[src/rtl/cwp_pkg.sv]
package cwp_pkg;
    localparam int unsigned CWP_CNT_W = 24;

    typedef enum logic {
        CWP_DIR_UP   = 1'b0,
        CWP_DIR_DOWN = 1'b1
    } cwp_dir_e;
endpackage

[src/rtl/cwp_edge_det.sv]
module cwp_edge_det (
    input  logic clk,
    input  logic rst,
    input  logic lvl_i,
    output logic rise_o
);
    typedef struct packed {
        logic cur;
        logic prv;
    } edge_st_t;

    edge_st_t st_d, st_q;

    always_comb begin
        st_d     = st_q;
        st_d.cur = lvl_i;
        st_d.prv = st_q.cur;
        if (rst) begin
            // both taps high: a level held through reset is not an edge
            st_d.cur = 1'b1;
            st_d.prv = 1'b1;
        end
    end

    always_ff @(posedge clk) begin
        st_q <= st_d;
    end

    assign rise_o = st_q.cur & ~st_q.prv;
endmodule

[src/rtl/cwp_cfg_hold.sv]
module cwp_cfg_hold
    import cwp_pkg::*;
#(
    parameter int unsigned W = CWP_CNT_W
) (
    input  logic         clk,
    input  logic         rst,
    input  logic         load_i,
    input  logic [W-1:0] per_i,
    input  logic [W-1:0] cmp_i,
    input  cwp_dir_e     dir_i,
    output logic [W-1:0] cur_last_o,
    output logic [W-1:0] cur_cmp_o,
    output cwp_dir_e     cur_dir_o,
    output logic [W-1:0] nxt_last_o,
    output logic [W-1:0] nxt_cmp_o,
    output cwp_dir_e     nxt_dir_o
);
    localparam logic [W-1:0] ONE = {{(W-1){1'b0}}, 1'b1};

    typedef struct packed {
        logic [W-1:0] last;
        logic [W-1:0] cmp;
        cwp_dir_e     dir;
    } cfg_st_t;

    cfg_st_t st_d, st_q;
    logic [W-1:0] in_last;

    // highest count of a frame; a zero period folds to one count
    assign in_last = (per_i == '0) ? '0 : (per_i - ONE);

    always_comb begin
        st_d = st_q;
        if (rst || load_i) begin
            st_d.last = in_last;
            st_d.cmp  = cmp_i;
            st_d.dir  = dir_i;
        end
    end

    always_ff @(posedge clk) begin
        st_q <= st_d;
    end

    assign cur_last_o = st_q.last;
    assign cur_cmp_o  = st_q.cmp;
    assign cur_dir_o  = st_q.dir;
    assign nxt_last_o = st_d.last;
    assign nxt_cmp_o  = st_d.cmp;
    assign nxt_dir_o  = st_d.dir;
endmodule

[src/rtl/cwp_counter.sv]
module cwp_counter
    import cwp_pkg::*;
#(
    parameter int unsigned W = CWP_CNT_W
) (
    input  logic         clk,
    input  logic         rst,
    input  logic         step_i,
    input  logic [W-1:0] cur_last_i,
    input  cwp_dir_e     cur_dir_i,
    input  logic [W-1:0] nxt_last_i,
    input  cwp_dir_e     nxt_dir_i,
    output logic [W-1:0] cnt_q_o,
    output logic [W-1:0] cnt_d_o,
    output logic         reload_o
);
    localparam logic [W-1:0] ONE = {{(W-1){1'b0}}, 1'b1};

    typedef struct packed {
        logic [W-1:0] cnt;
    } cnt_st_t;

    cnt_st_t st_d, st_q;
    logic    at_term;
    logic [W-1:0] start_val;

    assign at_term   = (cur_dir_i == CWP_DIR_DOWN) ? (st_q.cnt == '0)
                                                   : (st_q.cnt == cur_last_i);
    assign reload_o  = step_i & at_term;
    assign start_val = (nxt_dir_i == CWP_DIR_DOWN) ? nxt_last_i : '0;

    always_comb begin
        st_d = st_q;
        if (rst || reload_o) begin
            st_d.cnt = start_val;
        end else if (step_i) begin
            if (cur_dir_i == CWP_DIR_DOWN) st_d.cnt = st_q.cnt - ONE;
            else                           st_d.cnt = st_q.cnt + ONE;
        end
    end

    always_ff @(posedge clk) begin
        st_q <= st_d;
    end

    assign cnt_q_o = st_q.cnt;
    assign cnt_d_o = st_d.cnt;
endmodule

[src/rtl/cwp_out_stage.sv]
module cwp_out_stage
    import cwp_pkg::*;
#(
    parameter int unsigned W = CWP_CNT_W
) (
    input  logic         clk,
    input  logic [W-1:0] cnt_d_i,
    input  logic [W-1:0] nxt_last_i,
    input  logic [W-1:0] nxt_cmp_i,
    input  cwp_dir_e     nxt_dir_i,
    output logic         win_o,
    output logic         tc_o
);
    typedef struct packed {
        logic win;
        logic tc;
    } out_st_t;

    out_st_t st_d, st_q;

    always_comb begin
        st_d     = st_q;
        st_d.win = (cnt_d_i < nxt_cmp_i);
        st_d.tc  = (nxt_dir_i == CWP_DIR_DOWN) ? (cnt_d_i == '0)
                                               : (cnt_d_i == nxt_last_i);
    end

    always_ff @(posedge clk) begin
        st_q <= st_d;
    end

    assign win_o = st_q.win;
    assign tc_o  = st_q.tc;
endmodule

[src/rtl/cwp_pulse_gen.sv]
module cwp_pulse_gen
    import cwp_pkg::*;
#(
    parameter int unsigned CNT_W = CWP_CNT_W
) (
    input  logic             clk,
    input  logic             rst,
    input  logic             cnt_in,
    input  logic             dir_down,
    input  logic [CNT_W-1:0] cfg_period,
    input  logic [CNT_W-1:0] cfg_cmp,
    output logic             win_o,
    output logic             tc_o
);
    logic             rise;
    logic             reload;
    logic [CNT_W-1:0] cnt_q;
    logic [CNT_W-1:0] cnt_d;
    logic [CNT_W-1:0] last_q;
    logic [CNT_W-1:0] cmp_q;
    logic [CNT_W-1:0] last_n;
    logic [CNT_W-1:0] cmp_n;
    cwp_dir_e         dir_q_e;
    cwp_dir_e         dir_n_e;
    logic             dir_q;

    cwp_edge_det u_edge (
        .clk    (clk),
        .rst    (rst),
        .lvl_i  (cnt_in),
        .rise_o (rise)
    );

    cwp_cfg_hold #(.W(CNT_W)) u_cfg (
        .clk        (clk),
        .rst        (rst),
        .load_i     (reload),
        .per_i      (cfg_period),
        .cmp_i      (cfg_cmp),
        .dir_i      (cwp_dir_e'(dir_down)),
        .cur_last_o (last_q),
        .cur_cmp_o  (cmp_q),
        .cur_dir_o  (dir_q_e),
        .nxt_last_o (last_n),
        .nxt_cmp_o  (cmp_n),
        .nxt_dir_o  (dir_n_e)
    );

    cwp_counter #(.W(CNT_W)) u_cnt (
        .clk        (clk),
        .rst        (rst),
        .step_i     (rise),
        .cur_last_i (last_q),
        .cur_dir_i  (dir_q_e),
        .nxt_last_i (last_n),
        .nxt_dir_i  (dir_n_e),
        .cnt_q_o    (cnt_q),
        .cnt_d_o    (cnt_d),
        .reload_o   (reload)
    );

    cwp_out_stage #(.W(CNT_W)) u_out (
        .clk        (clk),
        .cnt_d_i    (cnt_d),
        .nxt_last_i (last_n),
        .nxt_cmp_i  (cmp_n),
        .nxt_dir_i  (dir_n_e),
        .win_o      (win_o),
        .tc_o       (tc_o)
    );

    assign dir_q = dir_q_e;
endmodule

[config.mk]
export PLATFORM = sky130hd
export DESIGN_NAME = cwp_pulse_gen
export DESIGN_NICKNAME = d
export VERILOG_FILES = /design/src/rtl/cwp_pkg.sv /design/src/rtl/cwp_edge_det.sv /design/src/rtl/cwp_cfg_hold.sv /design/src/rtl/cwp_counter.sv /design/src/rtl/cwp_out_stage.sv /design/src/rtl/cwp_pulse_gen.sv
export SDC_FILE = /design/constraint.sdc
export NUM_CORES = 1
export LEC_CHECK = 0
export ABC_AREA = 0
export BUFFER_PORTS_ARGS = -buffer_cell sky130_fd_sc_hd__clkbuf_2
export CAP_MARGIN = 40
export CORE_ASPECT_RATIO = 0.75
export CORE_MARGIN = 1.5
export CORE_UTILIZATION = 40
export CTS_CLUSTER_SIZE = 16
export DETAILED_ROUTE_END_ITERATION = 8
export SLEW_MARGIN = 20
export SYNTH_ARGS = -nofsm -noshare
export SYNTH_HDL_FRONTEND = slang
export SYNTH_SLANG_ARGS = --single-unit
export TNS_END_PERCENT = 10
[constraint.sdc]
create_clock -name clk -period 6.55 [get_ports clk]
set_clock_uncertainty 0.15 [all_clocks]
set_input_delay 0 -clock clk [delete_from_list [all_inputs] [get_ports clk]]
set_output_delay 0 -clock clk [all_outputs]
set_load 0.05 [all_outputs]
## Word-level counts from Yosys, hierarchy flattened

Cells that the tools add are included.

- Bits of input ports: 52
- Output and inout port bits: 2
- Flip-flop bits (word level): 77

- Eq/ne operators: 2
- Multiplexer cells: 8
- Add/subtract/negate cells: 3
- $lt $le $gt $ge: 1
- Bitwise gates (word level): 3
- Reductions and logical operators: 4

Operators with widths:

| cell | number |
|---|---|
| two-way mux 24 bit | 5 |
| logical NOT 24 bit | 3 |
| two-way mux 49 bit | 1 |
| == test 24 bit | 2 |
| subtractor 24 x 1 -> 24 bit, second input constant | 2 |
| adder 24 x 1 -> 24 bit, second input constant | 1 |
| less-than comparator 24 bit | 1 |
| bitwise AND 1 bit | 2 |
| two-way mux 1 bit | 2 |
| logical OR 1 bit | 1 |
| inverter 1 bit | 1 |

## Depth between registers and ports, before layout

- Depth in word-level cells: 9
- Gate-level depth with buffers: 22
- Gate-level depth less buffers: 19

## By module

A second synthesis with hierarchy kept.

- Cells, all modules: 652
- Area, all modules: 5700.5 µm²

Modules (own cells, without submodules):

| module | area an instance (µm²) | sequential area each (µm²) | instances | cells each |
|---|---|---|---|---|
| cwp_counter | 2585.0 | 480.5 | 1 | 325 |
| cwp_cfg_hold | 2093.3 | 980.9 | 1 | 197 |
| cwp_out_stage | 963.4 | 40.0 | 1 | 125 |
| cwp_edge_det | 58.8 | 40.0 | 1 | 5 |

## Worst setup path after synthesis

No wires, ideal clock.

- Path type: flip-flop to flip-flop
- From: register u_cfg.st_q, in the netlist u_cfg.cur_dir_o
- To: register u_out.st_q, in the netlist u_out.win_o
- Slack: 2355 ps
- Required time: 6340 ps
- Data arrival time: 3985 ps
- Library setup time: 60 ps
- Cell stages (with the launch flop): 20
- Cells stage by stage: dfxtp_1 ha_1 a211o_1 a211o_1 o211ai_1 a311oi_1 or3_1 nand3_1 nand2_1 o31ai_1 ha_1 nor2b_1 o21ai_0 nand2b_1 a21oi_1 nor2b_1 o21ai_0 nand2b_1 a211oi_1 and3_1

RTL lines:

| item | line | RTL |
|---|---|---|
| start, declared | cwp_cfg_hold.sv:27 | `cfg_st_t st_d, st_q;` |
| start signal, assigned | cwp_cfg_hold.sv:43 | `st_q <= st_d;` |
| end signal, assigned | cwp_out_stage.sv:29 | `st_q <= st_d;` |
| end, declared | cwp_out_stage.sv:19 | `out_st_t st_d, st_q;` |

==> results.json <==
{
  "stdcell_count": 1015,
  "synth.distinct_cells": 68,
  "ys_seq_area_share_pct": 25.6,
  "p_seq_share_pct": 33.0,
  "arrival_ns": 5.02,
  "synth-async-reset-ratio_pct": 0,
  "setup_viol": 0,
  "slew_headroom_pct": 52.2,
  "rsz0062_at_grt": "false",
  "fin_crit_sh_pct": 74.8,
  "cts-root-buf": "clkbuf_16",
  "synth_edf_count": 0,
  "slew_violations": 0,
  "mappedNetlistArea_um2": 6020,
  "dpl.cell_count": 963,
  "grt_pass1_vias": 5537,
  "placedInstanceArea_um2": 6460,
  "status": "complete, no violations",
  "final_cell_mix": "dfxtp_1 (77), nand2_1 (62), clkbuf_2 (54)",
  "start_kind": "flop",
  "ys_ff_latch": 77,
  "cts_setup_buffers": 0,
  "p_sw_mw": 0.615,
  "cts.repair.resized": 0,
  "drt_wl_total_um": 19200,
  "die_area_um2": 15800,
  "drive_gt1_share_pct": 12.0,
  "design_area_um2": 7160,
  "post-route-min-period_ns": 4.90,
  "cp_max_fo": 15,
  "grtUsageTotal_pct": 25.5,
  "p_per_area_nw_per_um2": 246,
  "clock.fmax_mhz": 204,
  "finalHoldViolCount": 0,
  "clk_path_buf_depth": 2,
  "io_buffers": 53,
  "synthCells": 730,
  "drtIter0Drc": 521,
  "p_leak_nw": 3.06,
  "die_w_um": 145,
  "drc": 0,
  "vias": 5951,
  "synth_top_area_share_pct": 25.6,
  "synth_nets": 829,
  "nNetsFinal": 909,
  "p_sw_share_pct": 34.9,
  "synth-main-ff-cell": "dfxtp_1",
  "numCtsBuffers": 9,
  "grt_max_degree": 48,
  "rrSetupSlack_ns": 1.65,
  "tritoncts": "yes",
  "synthTopCellsByArea": "dfxtp_1 (26%), ha_1 (9.6%), mux2i_1 (5.7%)",
  "end_kind": "flop",
  "path_class": "reg2reg",
  "via_per_inst": 5.86,
  "clockPowerShare_pct": 33.3,
  "required_ns": 6.67,
  "cap_violations": 0,
  "dp_hpwl_um": 15000,
  "ant_nets": 0,
  "die_h_um": 109,
  "wl_per_cell_um": 18.9,
  "tightest_slew_ns": 0.711,
  "syn_area_per_cell_um2": 8.24,
  "io_pins": 54,
  "gp_congestion": 0.938,
  "combPwrFrac_pct": 33.7,
  "cts.sinks": 77,
  "fin_setup_tns_ns": 0,
  "clkTransAtPathRegs_ns": 0.07,
  "drtPass1Iterations": 6,
  "p_int_mw": 1.15,
  "start_util_pct": 41.2,
  "antenna_found_initial": 0,
  "yosys_warnings": 0,
  "rows": 38,
  "grt-ovfl-total": 0,
  "grt_pass1_wl_um": 31000,
  "yosysTopAreaCell": "dfxtp_1",
  "vdd_drop_max_mv": 0.124,
  "holdCritPathClass": "in2reg",
  "coreArea_um2": 14600,
  "nFillCells": 1420,
  "clk_latency_ns": 0.34,
  "n_antenna_cell": 0,
  "ctsHtreeMaxLevel": 3,
  "layout_commonest_cell": "dfxtp_1",
  "cts-hold-fix-buffers": 35,
  "syn2layout_area_growth_pct": 19.0
}
through the flow:
step           utilization [%]  worst slack [ns]  hold WS [ns]  power [mW]
2_1_floorplan                -              2.36       -0.0462       0.978
3_3_place_gp              44.2              1.84        0.0530        1.14
3_5_place_dp              44.2              1.69        0.0554        1.15
4_1_cts                   49.0              1.62       0.00374        1.75
5_1_grt                   49.1              1.30        0.0304        1.85
6_report                  49.1              1.65        0.0172        1.76
power by group through the flow:
stage	sequential (mW)	combinational, mW	clock [mW]
final	0.582	0.594	0.588
after global routing	0.587	0.652	0.611
after CTS	0.580	0.580	0.594
after detailed placement	0.590	0.558	0
after global placement	0.588	0.549	0
after floorplan	0.573	0.405	0
cell families (layout without fill, tap and decap cells):
group                    Yosys count  in the layout  synth area share (%)
XOR/XNOR                          72             72                  10.5
flip-flops                        77             77                  25.6
buffers and inverters             63            148                  4.55
AO/OA/AOI/OAI                    175            175                  19.8
multiplexers                      43             43                  7.40
adder cells (fa/ha/maj)           48             48                  10.1
AND/OR/NAND/NOR                  252            252                  22.1
cell type report:
class                   count  area, um^2  share of cell area [%]
multi-input cells         590        4200                    58.7
repair buffers             98         688                    9.61
inverters                  34         128                    1.78
clock inverters             5         108                    1.50
well taps                 200         250                    3.49
clock buffers              11         243                    3.39
flip-flops and latches     77        1540                    21.5
final timing paths:
check,start,endpoint,depth (start not counted)
worst min-delay path,cfg_period[14],u_cfg.cur_last_o[14],3
worst min register to register,u_edge.st_q[1],u_edge.st_q[0],1
worst max register to register,u_cfg.cur_dir_o,u_out.win_o,17
worst max-delay path,u_cfg.cur_dir_o,u_out.win_o,17
state kept, by name, indices dropped and copies added (netlist names):
signal	cells
u_cfg.cur_cmp_o	24
u_cfg.cur_dir_o	1
u_cfg.cur_last_o	24
u_cnt.cnt_q_o	24
u_edge.st_q	2
u_out.tc_o	1
u_out.win_o	1
critical path: stages (launching register included):
cell	delay [ns]
dfxtp_1	0.70
ha_1	0.36
o211ai_1	0.14
o21ai_0	0.36
nor4b_2	0.52
o41a_1	0.33
xor2_1	0.22
mux2i_1	0.17
o21ai_0	0.56
ha_1	0.36
o21ai_0	0.08
nand2b_1	0.07
a21oi_1	0.14
nor2b_1	0.05
o21ai_0	0.14
nand2b_1	0.07
a211oi_1	0.22
and3_1	0.17
cell usage after synthesis (all sizes together) (7+ instances only):
master	instances
dfxtp	77
nand2	62
ha	46
nor2	44
o21ai	39
xor2	38
inv	34
mux2i	34
xnor2	34
a21oi	30
nor3	26
o31ai	21
nand4	18
nor4	17
a21o	16
buf	15
nand3	15
or3	15
clkbuf	14
nand2b	12
a31oi	10
o211ai	10
mux2	9
o21a	9
nor4b	7
metal layers:
layer	share of wire [%]	track usage, %
met1	49	37.8
met2	42	37.6
met3	7.4	5.84
met4	1.2	4.98
met5	0	0
(Power assumes the default switching activity.)
